--- src/rtl/lct_pkg.sv ---
package lct_pkg;
    localparam int DEF_THREADS = 4;
    localparam int DEF_LOCKS   = 4;
    localparam int DEF_ACC_W   = 16;

    function automatic int idx_width(input int n);
        return (n > 1) ? $clog2(n) : 1;
    endfunction
endpackage

--- src/rtl/lct_wait_accum.sv ---
module lct_wait_accum #(
    parameter int N_THREADS = 4,
    parameter int N_LOCKS   = 4,
    parameter int ACC_W     = 16,
    localparam int LOCK_W   = lct_pkg::idx_width(N_LOCKS),
    localparam int CNT_W    = $clog2(N_THREADS + 1),
    localparam int SUM_W    = ACC_W + CNT_W
) (
    input  logic                              clk,
    input  logic                              rst_n,
    input  logic [N_THREADS-1:0]              wait_valid,
    input  logic [N_THREADS*LOCK_W-1:0]       wait_lock,
    input  logic                              tick,
    output logic [N_LOCKS-1:0][ACC_W-1:0]     total_o
);
    localparam logic [ACC_W-1:0] ACC_MAX = {ACC_W{1'b1}};

    typedef struct packed {
        logic [N_LOCKS-1:0][ACC_W-1:0] acc;
    } acc_state_t;

    acc_state_t st_q, st_d;

    always_comb begin
        logic [CNT_W-1:0] cnt;
        logic [SUM_W-1:0] sum;
        st_d = st_q;
        for (int l = 0; l < N_LOCKS; l++) begin
            cnt = '0;
            for (int t = 0; t < N_THREADS; t++) begin
                if (wait_valid[t] && (wait_lock[t*LOCK_W +: LOCK_W] == LOCK_W'(l)))
                    cnt = cnt + 1'b1;
            end
            sum = SUM_W'(st_q.acc[l]) + SUM_W'(cnt);
            total_o[l]  = (sum > SUM_W'(ACC_MAX)) ? ACC_MAX : sum[ACC_W-1:0];
            st_d.acc[l] = tick ? '0 : total_o[l];
        end
    end

    always_ff @(posedge clk) begin
        if (!rst_n) st_q <= '0;
        else        st_q <= st_d;
    end

    for (genvar g = 0; g < N_LOCKS; g++) begin : g_chk
        // within an interval a total never falls
        a_r1_no_decrease: assert property (@(posedge clk) disable iff (!rst_n)
            !tick |=> st_q.acc[g] >= $past(st_q.acc[g]));
        // a new interval starts from zero
        a_r6_clear_on_tick: assert property (@(posedge clk) disable iff (!rst_n)
            tick |=> st_q.acc[g] == '0);
    end
endmodule

--- src/rtl/lct_holder_table.sv ---
module lct_holder_table #(
    parameter int N_THREADS = 4,
    parameter int N_LOCKS   = 4,
    localparam int LOCK_W   = lct_pkg::idx_width(N_LOCKS),
    localparam int TID_W    = lct_pkg::idx_width(N_THREADS)
) (
    input  logic                          clk,
    input  logic                          rst_n,
    input  logic                          acq_valid,
    input  logic [LOCK_W-1:0]             acq_lock,
    input  logic [TID_W-1:0]              acq_tid,
    input  logic                          rel_valid,
    input  logic [LOCK_W-1:0]             rel_lock,
    output logic [N_LOCKS-1:0]            held_o,
    output logic [N_LOCKS-1:0][TID_W-1:0] owner_o
);
    typedef struct packed {
        logic [N_LOCKS-1:0]            held;
        logic [N_LOCKS-1:0][TID_W-1:0] owner;
    } hold_state_t;

    hold_state_t st_q, st_d;

    always_comb begin
        st_d = st_q;
        if (rel_valid)
            st_d.held[rel_lock] = 1'b0;
        if (acq_valid) begin
            st_d.held[acq_lock]  = 1'b1;
            st_d.owner[acq_lock] = acq_tid;
        end
    end

    always_ff @(posedge clk) begin
        if (!rst_n) st_q <= '0;
        else        st_q <= st_d;
    end

    assign held_o  = st_q.held;
    assign owner_o = st_q.owner;

    // an acquire always leaves its lock held by the acquirer
    a_r7_acquire_sets: assert property (@(posedge clk) disable iff (!rst_n)
        acq_valid |=> held_o[$past(acq_lock)] && (owner_o[$past(acq_lock)] == $past(acq_tid)));
    // a release with no competing acquire frees the lock
    a_r7_release_clears: assert property (@(posedge clk) disable iff (!rst_n)
        rel_valid && !(acq_valid && acq_lock == rel_lock) |=> !held_o[$past(rel_lock)]);
endmodule

--- src/rtl/lct_argmax.sv ---
module lct_argmax #(
    parameter int N_LOCKS = 4,
    parameter int ACC_W   = 16,
    localparam int LOCK_W = lct_pkg::idx_width(N_LOCKS)
) (
    input  logic [N_LOCKS-1:0][ACC_W-1:0] total_i,
    output logic [LOCK_W-1:0]             win_idx_o,
    output logic [ACC_W-1:0]              win_val_o
);
    always_comb begin
        win_idx_o = '0;
        win_val_o = total_i[0];
        for (int l = 1; l < N_LOCKS; l++) begin
            if (total_i[l] > win_val_o) begin
                win_idx_o = LOCK_W'(l);
                win_val_o = total_i[l];
            end
        end
    end
endmodule

--- src/rtl/lock_limiter_tracker.sv ---
module lock_limiter_tracker #(
    parameter int N_THREADS = lct_pkg::DEF_THREADS,
    parameter int N_LOCKS   = lct_pkg::DEF_LOCKS,
    parameter int ACC_W     = lct_pkg::DEF_ACC_W,
    localparam int LOCK_W   = lct_pkg::idx_width(N_LOCKS),
    localparam int TID_W    = lct_pkg::idx_width(N_THREADS)
) (
    input  logic                          clk,
    input  logic                          rst_n,
    input  logic [N_THREADS-1:0]          wait_valid,
    input  logic [N_THREADS*LOCK_W-1:0]   wait_lock,
    input  logic                          acq_valid,
    input  logic [LOCK_W-1:0]             acq_lock,
    input  logic [TID_W-1:0]              acq_tid,
    input  logic                          rel_valid,
    input  logic [LOCK_W-1:0]             rel_lock,
    input  logic                          tick,
    output logic [N_THREADS-1:0]          limiter_mask
);
    logic [N_LOCKS-1:0][ACC_W-1:0] total;
    logic [N_LOCKS-1:0]            held;
    logic [N_LOCKS-1:0][TID_W-1:0] owner;
    logic [LOCK_W-1:0]             win_idx;
    logic [ACC_W-1:0]              win_val;

    lct_wait_accum #(.N_THREADS(N_THREADS), .N_LOCKS(N_LOCKS), .ACC_W(ACC_W)) i_accum (
        .clk(clk), .rst_n(rst_n), .wait_valid(wait_valid), .wait_lock(wait_lock),
        .tick(tick), .total_o(total));

    lct_holder_table #(.N_THREADS(N_THREADS), .N_LOCKS(N_LOCKS)) i_holders (
        .clk(clk), .rst_n(rst_n), .acq_valid(acq_valid), .acq_lock(acq_lock),
        .acq_tid(acq_tid), .rel_valid(rel_valid), .rel_lock(rel_lock),
        .held_o(held), .owner_o(owner));

    lct_argmax #(.N_LOCKS(N_LOCKS), .ACC_W(ACC_W)) i_argmax (
        .total_i(total), .win_idx_o(win_idx), .win_val_o(win_val));

    typedef struct packed {
        logic [N_THREADS-1:0] mask;
    } top_state_t;

    top_state_t st_q, st_d;

    always_comb begin
        st_d = st_q;
        if (tick) begin
            st_d.mask = '0;
            if ((win_val != '0) && held[win_idx])
                st_d.mask[owner[win_idx]] = 1'b1;
        end
    end

    always_ff @(posedge clk) begin
        if (!rst_n) st_q <= '0;
        else        st_q <= st_d;
    end

    assign limiter_mask = st_q.mask;

    // at most one limiter thread
    a_r5_onehot0: assert property (@(posedge clk) disable iff (!rst_n)
        $onehot0(limiter_mask));
    // without a tick the mask holds
    a_r8_stable_between_ticks: assert property (@(posedge clk) disable iff (!rst_n)
        !tick |=> $stable(limiter_mask));
    // an interval with no waiting yields no limiter
    a_r4_idle_interval: assert property (@(posedge clk) disable iff (!rst_n)
        tick && (win_val == '0) |=> limiter_mask == '0);
    // a held winner names its holder
    a_r2_holder_flagged: assert property (@(posedge clk) disable iff (!rst_n)
        tick && (win_val != '0) && held[win_idx] |=> limiter_mask[$past(owner[win_idx])]);
endmodule

--- config.mk ---
export PLATFORM = sky130hd
export DESIGN_NAME = lock_limiter_tracker
export DESIGN_NICKNAME = d
export VERILOG_FILES = /design/src/rtl/lct_pkg.sv /design/src/rtl/lct_wait_accum.sv /design/src/rtl/lct_holder_table.sv /design/src/rtl/lct_argmax.sv /design/src/rtl/lock_limiter_tracker.sv
export SDC_FILE = /design/constraint.sdc
export NUM_CORES = 1
export LEC_CHECK = 0
export ABC_AREA = 1
export BUFFER_PORTS_ARGS = -buffer_cell sky130_fd_sc_hd__clkbuf_2
export CAP_MARGIN = 20
export CORE_MARGIN = 3
export CORE_UTILIZATION = 60
export DETAILED_ROUTE_END_ITERATION = 16
export GPL_TIMING_DRIVEN = 0
export PLACE_DENSITY = 0.87
export SLEW_MARGIN = 20
export SYNTH_ARGS = -nofsm -noshare
export SYNTH_HDL_FRONTEND = slang
export SYNTH_HIERARCHICAL = 1
export SYNTH_SLANG_ARGS = --single-unit
export TNS_END_PERCENT = 30
--- constraint.sdc ---
create_clock -name clk -period 8.9 [get_ports clk]
set_input_delay 0.89 -clock clk [delete_from_list [all_inputs] [get_ports clk]]
set_output_delay 0.89 -clock clk [all_outputs]
set_load 0.005 [all_outputs]
Word level (Yosys, flattened, before mapping)
Index checks and enable logic that the tools add are counted.
Word-level totals
  RAM bits: 0
  bits in latches: 0
  register bits: 80
  ROM bits: 0
  output and inout port bits: 4
  input bits: 23
  memories: 0
  word-level logic and storage cells: 124
Cells by class
  divide/modulo/power cells: 0
  shift-type cells: 0
  $mul: 0
  add/subtract/negate cells: 16
  bitwise logic cells: 4
  order comparisons: 14
  reduce and logical (&&, ||, !) cells: 26
  equal/unequal tests: 12
  mux-type cells: 42
Operators with widths (number)
  $mux W16: 7
  $gt A19 B16 Y1 const B: 4
  $add A16 B3 Y17: 4
  $gt A16 B16 Y1: 3
  $mux W3: 12
  $add A3 B1 Y3 const B: 8
  $logic_and A1 B1 Y1: 20
  $eq A2 B2 Y1 const B: 8
  $reduce_bool A16 Y1: 1
  $lt A2 B3 Y1 const B: 4
  $mux W12: 1
  $mux W1: 9
  $add A1 B1 Y2 const B: 4
  $bwmux W8: 1
  $eq A2 B1 Y1 const B: 4
  $logic_not A2 Y1: 4
  $mux W2: 4
  $mux W4: 2
  $demux W1 S2: 3
  $ge A2 B1 Y1 const B: 3
  $and A4 B4 Y4: 1
  $bmux W2 S2: 1
  $demux W2 S2: 1
  $not A4 Y4: 1
  other kinds (4): 4

Longest topological paths before layout
Gate-level depths: netlist of run 1.
  depth in word-level cells: 25
  mapped depth: 67
  gate-level depth less buffers: 64

Modules after synthesis
Netlist of run 1, hierarchy kept.
By module, submodules not included
  lct_wait_accum: area each 4628.2 µm², cells an instance 700, times used 1, sequential area each 1281.2 µm²
  lct_argmax: area each 2083.2 µm², cells an instance 356, times used 1, sequential area each 0.0 µm²
  lct_holder_table: area each 518.0 µm², cells an instance 63, times used 1, sequential area each 240.2 µm²
  lock_limiter_tracker: area each 414.1 µm², cells an instance 83, times used 1, sequential area each 80.1 µm²

Least setup slack after synthesis of run 1
Ideal clock, no wire load.
  path type: in2reg
  start point: in wait_valid[0]
  end point: reg st_q, in the netlist limiter_mask[0]
  data arrival time: 7.966 ns
  setup slack: 0.820 ns
  path buffers: 4
  required time: 8.786 ns
  stages on the path: 57
  library setup time: 0.114 ns
  path through: inv_1 > nor3_1 > ha_1 > or2_2 > nand2_1 > inv_1 > ha_1 > inv_1 > o21ai_0 > inv_1 > fa_1 > inv_1 > nand3_1 > nand2_2 > nand3_2 > nor2_2 > nand3_2 > buf_2 > [... 21 more ...] > nand2_1 > ha_1 > inv_1 > nor2_1 > o21bai_1 > a21boi_0 > o21ai_0 > nand2_1 > nand2_2 > buf_4 > o21ai_0 > or2_0 > nand3_1 > nand2_1 > nand2_2 > nor2_1 > nor2_1 > nor2_1
RTL lines
  start, declared: line lock_limiter_tracker.sv:10  | input logic [N_THREADS-1:0] wait_valid,
  end signal, assigned: line lock_limiter_tracker.sv:55  | else st_q <= st_d;
  end, declared: line lock_limiter_tracker.sv:42  | top_state_t st_q, st_d;

==> metrics, run 1 <==
status=finished clean; Tcrit/Tclk final=94.8%; PwrDens=about 180 nW/um^2; average vias per placed instance=around 5.3; Rows=40; Post-Syn Instances=roughly 1.2k; Tot Pwr=1.59 mW; WP data arrival=slightly below 9 ns; Synth Net Count=about 1.3k; Vias=7,611; Worst Path Max Fanout=10; Reg clk slew, reported paths=~0.060 ns; IO buf count=24; Final setup viols=0; largest net degree at the start of global routing=14; Reg power frac=a little under a quarter; Routed WL=18,800 um; DP HPWL=between 10,000 and 15,000 um; Worst path most repeated cell=nand2_1; synth unique cells=40; Crit. End Element=register; Comb power frac=roughly half; clock sinks=80; ANT cells=0; Avg WL per Cell=13.2 um; top_reg_cell synth=dfxtp_1; Initial Utilization=a little over three fifths; area of the mapped netlist=about 7600 um^2; clk root buf=clkbuf_16; net switching power of the design=643 uW; CTS tree=done; Post-route DRC=0; Worst Path Required=about 9 ns; Synth Area in Compound Gates=around 9%; Worst path max stage delay=0.37 ns; min Tclk post-route=~8.4 ns; kind of critical path=primary input to register; Switching Share=between 40% and 50%; total internal power=about 950 uW; Max Fclk=~120 MHz; Avg Cell Area, Syn=approximately 6.4 um^2; largest family of logic cells by synthesized area=simple AND/OR/NAND/NOR gates; YS warnings=6; non-filler cells in the finished layout=about 1.4k; Core Box Area=about 12,000 um^2; clock share of power=between 20% and 30%; die span in x=roughly 120 um; layout cell share with drive strength beyond 1=approximately 15%; worst min path class=register to register; clk_lat worst skew=between 0.3 and 0.4 ns; most frequent cells in the layout=nand2_1 (349), inv_1 (186), nand3_1 (105), nor2_1 (91), dfxtp_1 (80); CTS Buf Count=9; max_slew headroom=between 30% and 40%; area share of fa/ha/maj cells after synthesis=a little over an eighth; GRT Total Usage=~26%; Async SR Flop Fraction=0%; GPL Wtd Cong=a little under 1; Worst Skew=~0.011 ns; Final ANT Viol Nets=0; Slew @ Worst Pin=around 0.9 ns; die height=roughly 120 um; number of enable flip-flop cells after synthesis=0; P_leak=approximately 4.4 nW; initial antenna violation count=0; # hold bufs at CTS=0; CTS Buffer Depth=2; H-tree levels=3; fin. max-slew vios=0; synthesis-stage register bit count=80; Layout area overhead=13.0%; First-pass DRT Iterations=6; slowest cell on the critical path=fa_2; vias in the first global route=6,984; Fin. Hold Viols=0; CP Launch Type=primary input; Final Util=between 70% and 80%; placed cell count=1,394; global-route wire length before repair=30,400 um; Max Cap Viol=0; Initial DRC Count=470; simple-gate portion of the synthesized area=~40%; grt ovf=0; Ports=27; Die ar.=~14,000 um^2; XOR/XNOR Fraction of Synth Area=just over 4%; commonest non-fill, non-tap cell in the layout=nand2_1; sequential area share after synthesis=between 20% and 30%; setup repair after global routing missed its margin=true; mux contribution to synthesized area=0%; Min Hold Slack=around 0.46 ns; VDD IR max=142 uV; Nets=1,357
## stage by stage
step	area, um^2	worst slack (ns)	TNS (ns)
5_1_grt	8640	-0.0776	-0.260
2_1_floorplan	7640	0.820	0
3_3_place_gp	7970	-0.440	-1.72
3_5_place_dp	7970	-0.601	-2.36
4_1_cts	8330	0.0362	0
6_report	8640	0.461	0
## logic make-up after synthesis
logic type | Yosys count
AOI/OAI and AO/OA | 116
xor gates and xnor gates | 36
adders and majority gates | 80
buffers and inverters | 222
DFF | 80
and+or+nand+nor | 668
## cells in the mapped netlist (all sizes together) (6+ instances only)
cell / instances / share of area [%]
nand3b: 7 / 0.69
o21ai: 24 / 1.6
buf: 19 / 2.2
ha: 76 / 12
dfxtp: 80 / 21
nand4: 30 / 2.6
inv: 193 / 9.5
xnor2: 13 / 1.5
or2: 6 / 0.49
xor2: 23 / 2.6
a21oi: 84 / 6.6
nand3: 131 / 10
nor3: 15 / 1.2
nor2: 98 / 5.2
clkbuf: 7 / 0.47
nand2: 380 / 20
## layer usage
| metal | wire (um) | global-route usage [%] | part of all wire (%) |
|---|---|---|---|
| met1 | 8060 | 31.7 | 43 |
| met2 | 9130 | 45.3 | 48 |
| met3 | 941 | 3.37 | 5.0 |
| met4 | 704 | 12.2 | 3.7 |
| met5 | 0 | 0 | 0 |
## critical path: cells and delay by family
kind,cells,cell delay (ns)
and+or+nand+nor,36,4.20
AOI/OAI and AO/OA,3,0.41
adders and majority gates,6,1.74
buffers and inverters,15,1.42
## area by class of cell
class                      instances  area (um^2)
timing repair buffer              41          248
multi-input combinational        900         5270
clock inverter                     5          104
buffer                            26          220
fill                            1046         3580
clock buffer                      11          243
inverter                         196          736
tap                              168          210
sequential                        80         1600
## final timing paths
kind / start / end / slack (ns) / cells past startpoint
setup / recovery: wait_lock[3] / limiter_mask[2] / 0.46 / 60
hold / removal: limiter_mask[3] / limiter_mask[3] / 0.46 / 2
setup reg to reg: i_accum/st_q[0] / limiter_mask[2] / 1.98 / 52
hold reg to reg: limiter_mask[3] / limiter_mask[3] / 0.46 / 2
## registers in the layout, indices dropped and copies added (netlist names), named ones only
signal,flops
i_holders/held_o,4
i_accum/st_q,64
limiter_mask,4
## power groups by stage
stage	Combinational [mW]	Clock (mW)	Sequential (mW)
finish	0.786	0.435	0.368
global route	0.892	0.458	0.368
detailed placement	0.696	0	0.376
floorplan	0.559	0	0.375
global placement	0.677	0	0.376
CTS	0.705	0.442	0.368
## timing repair
action	CTS	global route
buffers inserted	0	17
setup endpoints to repair	4	4
resized for setup	3	46
pin swaps	0	20
(Power assumes the default switching activity.)
==> run 2, diff against run 1 <==
BUFFER_PORTS_ARGS = not set   (was -buffer_cell sky130_fd_sc_hd__clkbuf_2)
DONT_BUFFER_PORTS = 1   (was not set)
PLACE_DENSITY = 0.8   (was 0.87)
==> run 2 against run 1 <==
Compared with the run above: clock-buffer cell count is 1 lower; die area stayed put; non-clock buffer count is 25 lower; maximum frequency is 2.2% higher; final cell count is 1.8% lower; sequential power hardly changed; sequential cell count stayed put; clock skew is 0.0028 ns lower; largest power group unchanged; highest routed layer unchanged.
==> metrics, run 2 (same netlist as run 1, synthesis figures left out) <==
status=finished clean; vias in the first global route=roughly 6.7k; largest net degree at the start of global routing=16; max_slew headroom=43.1%; Worst path most repeated cell=inv_1; net switching power of the design=640 uW; Die ar.=~14,000 um^2; fin. max-slew vios=0; total internal power=around 850 uW; kind of critical path=primary input to register; ANT cells=0; Largest Register=i_accum/st_q; Switching Share=a little over two fifths; die height=between 100 and 150 um; Post-route DRC=0; Max Fclk=approximately 120 MHz; CTS tree=done; Comb power frac=approximately half; Ports=27; Worst path max stage delay=approximately 0.37 ns; Final Util=between 60% and 70%; Avg WL per Cell=about 13 um; Rows=40; max FFs per register=between 60 and 70; layout cell share with drive strength beyond 1=12.6%; clock sinks=80; Crit. End Element=register; clk_lat worst skew=approximately 0.35 ns; initial antenna violation count=0; Layout area overhead=9.58%; Max Cap Viol=0; VDD IR max=between 100 and 150 uV; clk root buf=clkbuf_16; Final ANT Viol Nets=0; # hold bufs at CTS=0; Initial Utilization=between 60% and 70%; First-pass DRT Iterations=5; Worst Path Required=slightly above 9 ns; Reg power frac=between 20% and 30%; H-tree levels=3; die span in x=~120 um; Tcrit/Tclk final=92.8%; global-route wire length before repair=30,300 um; CTS Buffer Depth=2; GRT Total Usage=between 20% and 30%; grt ovf=0; min Tclk post-route=roughly 8.3 ns; DP HPWL=around 15,000 um; PwrDens=roughly 180 nW/um^2; IO buf count=0; Routed WL=18,400 um; Final setup viols=0; average vias per placed instance=5.24; Slew @ Worst Pin=around 0.85 ns; CTS Buf Count=9; Initial DRC Count=391; CP Launch Type=primary input; Worst Skew=slightly below 0.008 ns; Fin Setup TNS=0 ns; fill count=~1.1k; clock share of power=24.6%; commonest non-fill, non-tap cell in the layout=nand2_1; Final Cell Area=8380 um^2; Reg clk slew, reported paths=0.07 ns; Vias=7,343; WP data arrival=approximately 8.6 ns; Worst Path Max Fanout=10; most frequent cells in the layout=nand2_1 (352), inv_1 (188), nand3_1 (109), nor2_1 (90), dfxtp_1 (80); P_leak=around 4.3 nW; GPL Wtd Cong=around 0.9; Fin. Hold Viols=0; Core Box Area=approximately 12,000 um^2; worst min path class=register to register; slowest cell on the critical path=fa_2; Min Hold Slack=0.470 ns; Post-DP Area=7850 um^2; Nets=around 1.3k
[run 2: layer usage]
layer,global-route usage (%),up-vias,wire [um]
met4,12.2,0,640
met3,4.80,35,729
li1,-,3881,-
met5,0,-,0
met1,32.8,3280,8410
met2,43.3,147,8600
[run 2: worst max-delay path: cells and delay by family]
kind	cells	cell delay, ns
simple gates	31	3.86
buf+inv	15	1.46
compound gates	4	0.56
fa+ha+maj	6	1.75
[run 2: path summary, 6_finish.rpt]
| path | startpoint | slack (ns) | endpoint | depth (start not counted) |
|---|---|---|---|---|
| worst max-delay path | wait_valid[0] | 0.64 | limiter_mask[0] | 56 |
| worst min-delay path | register | 0.47 | register | 2 |
| worst max register to register | i_accum/st_q[0] | 2.09 | limiter_mask[0] | 48 |
| worst min register to register | register | 0.47 | register | 2 |
[run 2: timing repair]
item,in CTS,in global routing
setup buffers,0,14
setup endpoints to repair,4,4
pin swaps,0,11
gates resized for setup,2,31
gates cloned,0,2
[run 2: metrics by stage]
step | power, mW | setup WS (ns) | cells
after detailed placement | 1.07 | -0.451 | 1370
after global placement | 1.05 | -0.348 | 1370
final | 1.49 | 0.644 | 1402
after global routing | 1.61 | -0.0301 | 1402
after CTS | 1.44 | 0.107 | 1386
after floorplan | 0.934 | 0.820 | 1202
[run 2: layout make-up]
type                       instances  area [um^2]  area share, %
buffer                            26          213           2.54
clock buffer                      10          239           2.85
clock inverter                     6         50.0          0.598
inverter                         196          738           8.81
multi-input combinational        900         5210           62.2
sequential                        80         1600           19.1
tap                              168          210           2.51
timing repair buffer              16          118           1.40
[run 2: power groups by stage]
stage	Sequential, mW	Combinational, mW	Clock (mW)
finish	0.368	0.754	0.366
global placement	0.376	0.677	0
detailed placement	0.376	0.689	0
CTS	0.368	0.698	0.376
global route	0.369	0.854	0.387
floorplan	0.375	0.559	0
==> run 3, diff against run 2 <==
CTS_BUF_LIST = sky130_fd_sc_hd__clkbuf_8   (was not set)
clock period = 10.4 ns   (was 8.9 ns; I/O delays follow)
==> run 3 against run 2 <==
Compared with the run above: largest cell class unchanged; sequential power fell by 14%; clock power fell by 37%; largest power group unchanged; sequential cell count did not move; combinational power fell by 21%.
==> metrics, run 3 (same netlist as run 1, synthesis figures left out) <==
status=finished clean; post_cts resized=0; average vias per placed instance=5.16; CTS Buffer Depth=2; Final ANT Viol Nets=0; Layout area overhead=5.21%; min Tclk post-route=about 9.1 ns; VDD IR max=approximately 110 uV; clock sinks=80; ANT cells=0; Reg clk slew, reported paths=approximately 0.09 ns; Nets=~1.3k; post-CTS setup buffers=0; fin. max-slew vios=0; max FFs per register=64; clk_lat worst skew=0.39 ns; Die ar.=about 14,000 um^2; IO buf count=0; CTS tree=done; Routed WL=17,700 um; largest net degree at the start of global routing=16; Min Hold Slack=between 0.4 and 0.5 ns; Initial Utilization=62.6%; Largest Register=i_accum/st_q; First-pass DRT Iterations=5; Final Util=between 60% and 70%; Worst path max stage delay=roughly 0.43 ns; Tcrit/Tclk final=slightly below 90%; PwrDens=around 140 nW/um^2; P_leak=around 4.1 nW; Final setup viols=0; clk root buf=clkbuf_8; Vias=about 7.1k; slowest cell on the critical path=fa_1; commonest non-fill, non-tap cell in the layout=nand2_1; DP HPWL=between 10,000 and 15,000 um; Worst Skew=~0.018 ns; fill count=1,173; multi-input logic area=roughly 5100 um^2; H-tree levels=3; R2R setup slack=3.08 ns; Post-route DRC=0; # hold bufs at CTS=0; worst min path class=register to register; Core Box Area=~12,000 um^2; Max Cap Viol=0; layout cell share with drive strength beyond 1=just over 10%; GRT Total Usage=approximately a quarter; initial antenna violation count=0; setup repair after global routing missed its margin=false; die span in x=roughly 120 um; Fin. Hold Viols=0; kind of critical path=primary input to register; most frequent cells in the layout=nand2_1 (357), inv_1 (188), nand3_1 (109), nor2_1 (92), dfxtp_1 (80); CP Launch Type=primary input; max_slew headroom=between 20% and 30%; Initial DRC Count=between 400 and 500; Avg WL per Cell=12.8 um; Ports=27; Max Fclk=approximately 110 MHz; die height=roughly 120 um; GPL Wtd Cong=about 0.9; Storage cell area=1600 um^2; vias in the first global route=6,589; WP data arrival=9.38 ns; Rows=40; Worst Path Max Fanout=10; global-route wire length before repair=between 30,000 and 40,000 um; Crit. End Element=register; Fin Setup TNS=0 ns; Slew @ Worst Pin=roughly 1.1 ns; grt ovf=0; Worst Path Required=about 11 ns; CTS Buf Count=9
-- run 3: cell types whose count changed in the layout (fill, tap and decap cells not counted), moves of 2 or more --
| cell | delta |
|---|---|
| clkbuf_16 | -9 |
| nor3_1 | +4 |
| nor2_1 | +2 |
| o21ai_2 | -3 |
| buf_6 | -2 |
| nor3_4 | -2 |
| buf_4 | -14 |
| o21ai_1 | -2 |
| clkbuf_8 | +9 |
| nand2_2 | -4 |
| nor3_2 | -2 |
| nand2_1 | +5 |
| o21ai_0 | +5 |
-- run 3: final timing paths --
kind,startpoint,endpoint,depth (start not counted)
min,i_holders/held_o[0],i_holders/held_o[0],2
min reg2reg,i_holders/held_o[0],i_holders/held_o[0],2
max reg2reg,i_accum/st_q[0],limiter_mask[0],47
max,wait_valid[0],limiter_mask[0],55
-- run 3: layout make-up --
type	count	area share, %
multi-input combinational	900	63.5
sequential	80	19.9
inverter	196	9.15
tap	168	2.61
buffer	26	2.52
clock buffer	10	1.71
clock inverter	6	0.622
-- run 3: critical path, delay by kind of cell --
| kind | cells | cell delay (ns) |
|---|---|---|
| AO/OA/AOI/OAI | 5 | 0.92 |
| AND/OR/NAND/NOR | 31 | 4.14 |
| adder cells (fa/ha/maj) | 6 | 1.88 |
| buffers and inverters | 13 | 1.37 |
-- run 3: through the flow --
step           cells  area [um^2]  power, mW  setup slack (ns)
3_3_place_gp    1370         7850      0.902              1.00
2_1_floorplan   1202         7640      0.800              2.17
5_1_grt         1386         8040       1.24             0.283
3_5_place_dp    1370         7850      0.912             0.899
6_report        1386         8040       1.14              1.31
4_1_cts         1386         8040       1.14              1.31
-- run 3: report_power, final --
group	internal, mW	switching (mW)	leakage, nW
sequential	0.312	0.00307	0.646
combinational	0.214	0.381	3.38
clock	0.0966	0.133	0.0952
total	0.623	0.516	4.12
-- run 3: per-layer routing --
layer	wire length, um	up-vias	track usage, %	share of wire [%]
li1	-	3841	-	-
met4	551	0	10.5	3.1
met3	670	27	4.23	3.8
met1	8340	3163	32.9	47
met2	8160	114	43.4	46
met5	0	-	0	0
